### config.mk
export PLATFORM = sky130hd
export DESIGN_NAME = prng_tap_hub
export DESIGN_NICKNAME = d
export VERILOG_FILES = /design/src/rtl/prng_pkg.sv /design/src/rtl/prng_seed_sel.sv /design/src/rtl/prng_core.sv /design/src/rtl/prng_tap.sv /design/src/rtl/prng_tap_hub.sv
export SDC_FILE = /design/constraint.sdc
export NUM_CORES = 1
export LEC_CHECK = 0
export CORE_AREA = 3 3 260 186
export DETAILED_ROUTE_END_ITERATION = 7
export DIE_AREA = 0 0 263 189
export HOLD_SLACK_MARGIN = 0.03
export PLACE_DENSITY = 0.63
export SLEW_MARGIN = 20
export SYNTH_ARGS = -nofsm -noshare
export SYNTH_HDL_FRONTEND = slang
export SYNTH_SLANG_ARGS = --single-unit
### constraint.sdc
create_clock -name clk -period 8.3 [get_ports clk]
set_input_delay 1.66 -clock clk [delete_from_list [all_inputs] [get_ports clk]]
set_output_delay 1.66 -clock clk [all_outputs]
set_load 0.005 [all_outputs]
### src/rtl/prng_pkg.sv
// prng_pkg: shared constants and pure functions for the tap hub.
// Assumes a 64-bit state word and 32-bit taps; all functions are combinational.
package prng_pkg;
    localparam int unsigned WORD_W = 64;
    localparam int unsigned ROT_A  = 24;
    localparam int unsigned SHL_B  = 16;
    localparam int unsigned ROT_C  = 37;
    localparam int unsigned MIX_R  = 7;
    localparam logic [WORD_W-1:0] ZSEED_A = 64'hD1B54A32D192ED03;
    localparam logic [WORD_W-1:0] ZSEED_B = 64'h9E3779B97F4A7C15;

    typedef struct packed {
        logic [WORD_W-1:0] b;
        logic [WORD_W-1:0] a;
    } gen_state_t;

    // Rotate a state word left by a constant amount.
    function automatic logic [WORD_W-1:0] rotl(input logic [WORD_W-1:0] x,
                                               input int unsigned n);
        return (x << n) | (x >> (WORD_W - n));
    endfunction

    // Star-star scrambler: rotl(x*5, 7)*9, modulo 2^64.
    function automatic logic [WORD_W-1:0] star_mix(input logic [WORD_W-1:0] x);
        logic [WORD_W-1:0] m5;
        m5 = (x << 2) + x;
        m5 = rotl(m5, MIX_R);
        return (m5 << 3) + m5;
    endfunction

    // One generator step.
    function automatic gen_state_t advance(input gen_state_t s);
        gen_state_t        n;
        logic [WORD_W-1:0] t;
        t   = s.a ^ s.b;
        n.a = rotl(s.a, ROT_A) ^ t ^ (t << SHL_B);
        n.b = rotl(t, ROT_C);
        return n;
    endfunction

    // Source bit of the scrambled word for bit j of port k (odd stride => distinct bits).
    function automatic int unsigned tap_src(input int unsigned k, input int unsigned j);
        return ((8 * k + 5) * j + 7 * k + 3) % WORD_W;
    endfunction
endpackage

### src/rtl/prng_seed_sel.sv
// prng_seed_sel: maps the seed input to a legal starting state.
// Assumes nothing about the seed; an all-zero seed is swapped for a fixed constant.
module prng_seed_sel
    import prng_pkg::*;
(
    input  logic [2*WORD_W-1:0] seed_i,
    output gen_state_t          start_o
);
    // Choose the seed or the zero-seed substitute.
    always_comb begin
        if (seed_i == '0) begin
            start_o.a = ZSEED_A;
            start_o.b = ZSEED_B;
        end else begin
            start_o.a = seed_i[WORD_W-1:0];
            start_o.b = seed_i[2*WORD_W-1:WORD_W];
        end
    end
endmodule

### src/rtl/prng_core.sv
// prng_core: holds the 128-bit state, steps it every clock, registers the raw word.
// Assumes a synchronous active-low reset that holds the start state while low.
module prng_core
    import prng_pkg::*;
(
    input  logic              clk,
    input  logic              rst_n,
    input  gen_state_t        start_i,
    output gen_state_t        state_o,
    output logic [WORD_W-1:0] mix_o,
    output logic [WORD_W-1:0] raw_o
);
    gen_state_t        st_q;
    logic [WORD_W-1:0] raw_q;

    // Scramble the current (pre-update) state word A.
    always_comb mix_o = star_mix(st_q.a);

    // Load the seed in reset, otherwise advance one step per clock.
    always_ff @(posedge clk) begin
        if (!rst_n) st_q <= start_i;
        else        st_q <= advance(st_q);
    end

    // Register the scrambled word alongside the state update.
    always_ff @(posedge clk) begin
        if (!rst_n) raw_q <= '0;
        else        raw_q <= mix_o;
    end

    assign state_o = st_q;
    assign raw_o   = raw_q;
endmodule

### src/rtl/prng_tap.sv
// prng_tap: one consumer port; picks TAP_W bits of the scrambled word in a fixed
// per-port order and registers them. Assumes TAP_W <= WORD_W.
module prng_tap
    import prng_pkg::*;
#(
    parameter int unsigned PORT_ID = 0,
    parameter int unsigned TAP_W   = 32
) (
    input  logic              clk,
    input  logic              rst_n,
    input  logic [WORD_W-1:0] mix_i,
    output logic [TAP_W-1:0]  tap_o
);
    logic [TAP_W-1:0] pick;
    logic [TAP_W-1:0] tap_q;

    // Fixed wiring from scrambled word bits to port bits.
    for (genvar j = 0; j < TAP_W; j++) begin : g_bit
        localparam int unsigned SRC = tap_src(PORT_ID, j);
        assign pick[j] = mix_i[SRC];
    end

    // Register the port word on the same edge as the raw word.
    always_ff @(posedge clk) begin
        if (!rst_n) tap_q <= '0;
        else        tap_q <= pick;
    end

    assign tap_o = tap_q;
endmodule

### src/rtl/prng_tap_hub.sv
// prng_tap_hub: one free-running generator shared by NPORT permuted consumer taps.
// Assumes consumers sample no more often than every second clock.
module prng_tap_hub
    import prng_pkg::*;
#(
    parameter int unsigned NPORT = 8,
    parameter int unsigned TAP_W = 32
) (
    input  logic                   clk,
    input  logic                   rst_n,
    input  logic [2*WORD_W-1:0]    seed_i,
    output logic [WORD_W-1:0]      raw_o,
    output logic [NPORT*TAP_W-1:0] tap_o
);
    gen_state_t        start;
    gen_state_t        state;
    logic [WORD_W-1:0] mix;

    prng_seed_sel u_seed (
        .seed_i  (seed_i),
        .start_o (start)
    );

    prng_core u_core (
        .clk     (clk),
        .rst_n   (rst_n),
        .start_i (start),
        .state_o (state),
        .mix_o   (mix),
        .raw_o   (raw_o)
    );

    // One registered tap per consumer port.
    for (genvar k = 0; k < NPORT; k++) begin : g_port
        prng_tap #(
            .PORT_ID (k),
            .TAP_W   (TAP_W)
        ) u_tap (
            .clk   (clk),
            .rst_n (rst_n),
            .mix_i (mix),
            .tap_o (tap_o[k*TAP_W +: TAP_W])
        );
    end
endmodule

==> results.cfg, run 1 <==
[floorplanning]
core_um2 = 46100
die-area_um2 = 49700
core.rowCount = 66
start_util_pct = 34.8
dieHeight_um = 189
boundaryPins = 450
die-width_um = 263

[synthesis]
synth.most_common_cell = buf_4
synth_nets = 2222
ys_seq_elements = 192
ys_warn_count = 0
synthCells = 1969
synth_top_area_share_pct = 24.0
ys_seq_area_share_pct = 24.0
synthTopCellsByArea = dfxtp_1 (24%), xnor2_1 (13%), buf_4 (12%), ha_1 (9.4%), a21oi_1 (6.9%)
syn_avg_cell_area_um2 = 8.15
synthTopCellsByCount = buf_4 (256), xnor2_1 (232), a21oi_1 (222)
async_reset_ff_share_pct = 0
synth_area_um2 = 16000
synth_top_flop_cell = dfxtp_1
synth_edf_count = 0
synth.largest_area_cell = dfxtp_1
ys_types = 68

[cells_and_area]
final_nets = 2374
drive_gt1_share_pct = 4.36
fin_util_pct = 43.0
area_growth_pct = 23.5
num-fill-cells = 4520
diodes = 0

[setup_path]
endpoint = u_core.raw_o[61]
critPathLaunchType = register
crit-reg2reg-capture = u_core.raw_o[61]
path_buf_inv = 1
cpPeakStageDelay_ns = 0.56
slowest_stage = o41ai_2
required_ns = 8.62
cpMostUsedCell = o21ai_0
cp_max_fo = 5
setup.worst_path.class = register to register
crit_start = u_core.state_o[0]
cp.depth = 29
crit_family = compound AO/OA/AOI/OAI gates
r2r-start = u_core.state_o[0]
cp.arrival_ns = 7.77
rrSetupSlack_ns = 0.85
end_kind = register
r2r_cells = 29

[drt]
ant_nets = 0
wl_per_cell_um = 21.7
viasPerCell = 5.40
routed_wl_um = 59600
drc = 0
vias = 14800
drtIter0Drc = 1489
dr.pass1.iters = 6

[sta]
max_freq_mhz = 134
slew_headroom_pct = 43.0
min_period_ns = 7.45
finalSetupViolations = 0
finalHoldViolations = 0
timing.setup.tns_ns = 0
rsz0062_at_grt = false
skew_ns = 0.0190
slew_violations = 0
post-route-period-util_pct = 89.8
tightest_slew_ns = 0.856

[clocking]
cts.repair.resized = 0
htreeDepth = 4
postCtsSetupBuffers = 0
cts_sinks = 192
hold_buffers = 0
cts_tree = done
clk_pin_slew_ns = 0.09
clockBufferDepth = 2
clockRootBuffer = clkbuf_16
clkLatencyLatePin_ns = 0.47
numCtsBuffers = 17

[run_status]
outcome = finished clean

[global_routing]
grt_antenna_before_repair = 2
grt_max_degree = 85
grt_usage_pct = 23.1
overflow = 0
grt_pass1_wl_um = 88200
grt_pass1_vias = 14000

[hold_path]
hp-class = register to register

[placement]
dp_hpwl_um = 49500
port_buffers = 449
gp_congestion = 0.984

[run]
cap_violations = 0
==> kinds of logic (layout without fill, tap and decap cells) <==
family                   after synthesis  count (layout)  share of synthesized area (%)
XOR/XNOR                             283             283                           15.5
AND/OR/NAND/NOR                      479             479                           13.9
AO/OA/AOI/OAI                        508             508                           20.3
multiplexers                          36              36                           2.52
buffers and inverters                348             513                           14.1
adder cells (fa/ha/maj)              123             123                           9.69
flip-flops                           192             192                           24.0
==> registers in the layout (all words and copies together), names as in the netlist <==
signal / cells
u_core.state_o: 128
g_port.u_tap.tap_o: 1
u_core.raw_o: 63
==> layout by cell type (no fill, tap or decap), drive strengths merged, types with 3 or more instances in the layout <==
master         Yosys  routed
and2              11      11
o211ai             5       5
buf              261       6
o21a              12      12
o31ai             16      16
a211oi            16      16
o21bai            15      15
ha               121     121
a31oi             14      14
mux2              35      35
nor4              37      37
xor2              51      51
nand3b             3       3
nand4             35      35
a21o              88      88
a211o              4       4
and3               9       9
nor3              17      17
a221oi             3       3
clkbuf            60      18
o21ai             67      67
nor2b             18      18
xnor2            232     232
nand2             88      88
or4                4       4
a21oi            224     224
o22a              11      11
a2111oi            3       3
a311oi             5       5
clkdlybuf4s50      0     448
nand3             21      21
nand2b            14      14
or3                5       5
o221ai             3       3
dfxtp            192     192
inv               27      38
nor2             209     209
==> worst register-to-register path, delay by kind of cell, from the launching register on <==
kind | cells | cell delay [ns]
compound gates | 18 | 4.51
fa+ha+maj | 4 | 1.18
simple gates | 4 | 0.56
xor+xnor | 2 | 0.55
flops | 1 | 0.47
buf+inv | 1 | 0.06
==> worst min-delay path by stage <==
stage / startpoint / endpoint / slack, ns / cells after the start
after global placement: u_core.state_o[125] / u_core.state_o[98] / 0.56 / 2
after floorplan: u_core.state_o[127] / u_core.state_o[100] / 0.54 / 2
after CTS: u_core.state_o[119] / u_core.state_o[92] / 0.59 / 2
after global routing: u_core.state_o[120] / u_core.state_o[93] / 0.63 / 2
after detailed placement: u_core.state_o[119] / u_core.state_o[92] / 0.58 / 2
final: u_core.state_o[115] / u_core.state_o[88] / 0.60 / 2
==> layer usage <==
| metal | global-route usage [%] | wire length [um] |
|---|---|---|
| met1 | 33.1 | 27400 |
| met3 | 5.74 | 5610 |
| met2 | 33.7 | 24800 |
| met4 | 7.25 | 1780 |
| met5 | 0 | 0 |
==> area by class of cell <==
type / instances / area [um^2] / share of cell area [%]
Multi-Input combinational cell: 1429 / 9940 / 50.2
Tap cell: 612 / 766 / 3.87
Timing Repair Buffer: 454 / 4530 / 22.9
Inverter: 27 / 101 / 0.512
Clock inverter: 14 / 189 / 0.954
Clock buffer: 18 / 439 / 2.22
Sequential cell: 192 / 3840 / 19.4
==> through the flow <==
step	instances	area, um^2	setup slack [ns]	hold WS [ns]
finish	2746	19800	0.847	0.601
global route	2746	19800	0.350	0.630
CTS	2746	19800	0.985	0.593
detailed placement	2714	19200	1.05	0.576
global placement	2714	19200	1.15	0.557
floorplan	1969	16000	2.43	0.543
Power of run 1 is not shown: default switching activity piles up to over one toggle a cycle in this logic, so the estimate is an artifact.
==> inputs of run 2 (changes only) <==
--- a/config.mk
+++ b/config.mk
@@ -5,9 +5,9 @@
 export SDC_FILE = /design/constraint.sdc
 export NUM_CORES = 1
 export LEC_CHECK = 0
-export CORE_AREA = 3 3 260 186
+export CORE_AREA = 8 8 265 191
 export DETAILED_ROUTE_END_ITERATION = 7
-export DIE_AREA = 0 0 263 189
+export DIE_AREA = 0 0 273 199
 export HOLD_SLACK_MARGIN = 0.03
 export PLACE_DENSITY = 0.63
 export SLEW_MARGIN = 20
==> run 2 against run 1 <==
Register-to-register slack improved by 0.04 ns. Wire length increased by 4.0%. Critical path depth unchanged. Hold slack improved by 0.0022 ns.
==> results.cfg, run 2 (same netlist as run 1, synthesis figures left out) <==
[setup_path]
slowest_stage = o41ai_2
rrSetupSlack_ns = 0.89
r2r-start = u_core.state_o[0]
r2r_cells = 29
endpoint = u_core.raw_o[61]
crit-reg2reg-capture = u_core.raw_o[61]
cpPeakStageDelay_ns = 0.55
crit_start = u_core.state_o[0]
critPathLaunchType = register
cp_max_fo = 5
cp.arrival_ns = 7.75
end_kind = register
crit_family = compound AO/OA/AOI/OAI gates
cpMostUsedCell = o21ai_0
path_buf_inv = 1
required_ns = 8.64
cp.depth = 29
setup.worst_path.class = register to register

[sta]
min_period_ns = 7.41
finalHoldViolations = 0
tightest_slew_ns = 1.15
slew_headroom_pct = 23.2
max_freq_mhz = 135
timing.setup.tns_ns = 0
finalSetupViolations = 0
skew_ns = 0.0295
post-route-period-util_pct = 89.3
slew_violations = 0
rsz0062_at_grt = false

[placement]
dp_hpwl_um = 51500
port_buffers = 449
gp_congestion = 0.981

[cells_and_area]
area_growth_pct = 23.8
final_common_cell = clkdlybuf4s50_1
final_cell_mix = clkdlybuf4s50_1 (448), xnor2_1 (232), a21oi_1 (222)
num-fill-cells = 4651
final_nets = 2374
multi_input_area_um2 = 9940
diodes = 0
drive_gt1_share_pct = 4.36
seqCellArea_um2 = 3840
largest_reg_flops = 128

[drt]
viasPerCell = 5.37
drc = 0
routed_wl_um = 62000
wl_per_cell_um = 22.5
vias = 14800
ant_nets = 0
drtIter0Drc = 1472
dr.pass1.iters = 6

[clocking]
cts_sinks = 192
htreeDepth = 4
numCtsBuffers = 17
cts_tree = done
hold_buffers = 0
clockBufferDepth = 2
clkLatencyLatePin_ns = 0.48
cts.repair.resized = 0
postCtsSetupBuffers = 0
clockRootBuffer = clkbuf_16
clk_pin_slew_ns = 0.10

[floorplanning]
boundaryPins = 450
die-area_um2 = 54300
dieHeight_um = 199
core.rowCount = 67
die-width_um = 273
start_util_pct = 34.3
core_um2 = 46800

[global_routing]
grt_usage_pct = 21.5
overflow = 0
grt_max_degree = 92
grt_pass1_wl_um = 89500
grt_antenna_before_repair = 0
grt_pass1_vias = 14100

[run]
cap_violations = 0

[run_status]
outcome = finished clean

[hold_path]
hp-class = register to register
run 2: how the worst min path moves through the flow:
stage	start	end	slack, ns	cells after the start
3_5_place_dp	u_core.state_o[117]	u_core.state_o[90]	0.58	2
3_3_place_gp	u_core.state_o[119]	u_core.state_o[92]	0.56	2
2_1_floorplan	u_core.state_o[127]	u_core.state_o[100]	0.54	2
6_report	u_core.state_o[124]	u_core.state_o[97]	0.60	2
5_1_grt	u_core.state_o[124]	u_core.state_o[97]	0.63	2
4_1_cts	u_core.state_o[117]	u_core.state_o[90]	0.60	2
run 2: per-layer routing:
layer,up-vias,part of all wire [%],GRT usage (%)
li1,6973,-,-
met1,6983,45,29.8
met5,-,0,0
met3,65,11,6.61
met2,776,42,32.8
met4,0,1.7,4.23
run 2: worst register-to-register path: cells and delay by family, from the launching register on:
family,cells,cell delay (ns)
AND/OR/NAND/NOR,4,0.58
AO/OA/AOI/OAI,18,4.53
adder cells (fa/ha/maj),4,1.14
flip-flops,1,0.52
XOR/XNOR,2,0.45
buffers and inverters,1,0.06
run 2: metrics by stage:
step	utilization, %	cell area [um^2]	hold WS (ns)	setup WS [ns]	instances
final	42.5	19900	0.603	0.890	2755
after global routing	42.5	19900	0.626	0.488	2755
after CTS	42.4	19800	0.598	1.15	2754
after detailed placement	41.0	19200	0.579	1.17	2722
after global placement	41.0	19200	0.564	1.24	2722
after floorplan	-	16000	0.543	2.43	1969
run 2: final cells by class:
| class | count | share of cell area [%] |
|---|---|---|
| clock buffers | 17 | 2.14 |
| clock inverters | 15 | 1.14 |
| inverters | 27 | 0.510 |
| multi-input cells | 1429 | 50.0 |
| flip-flops and latches | 192 | 19.4 |
| well taps | 621 | 3.91 |
| repair buffers | 454 | 22.9 |
Power of run 2 is left out for the same reason.
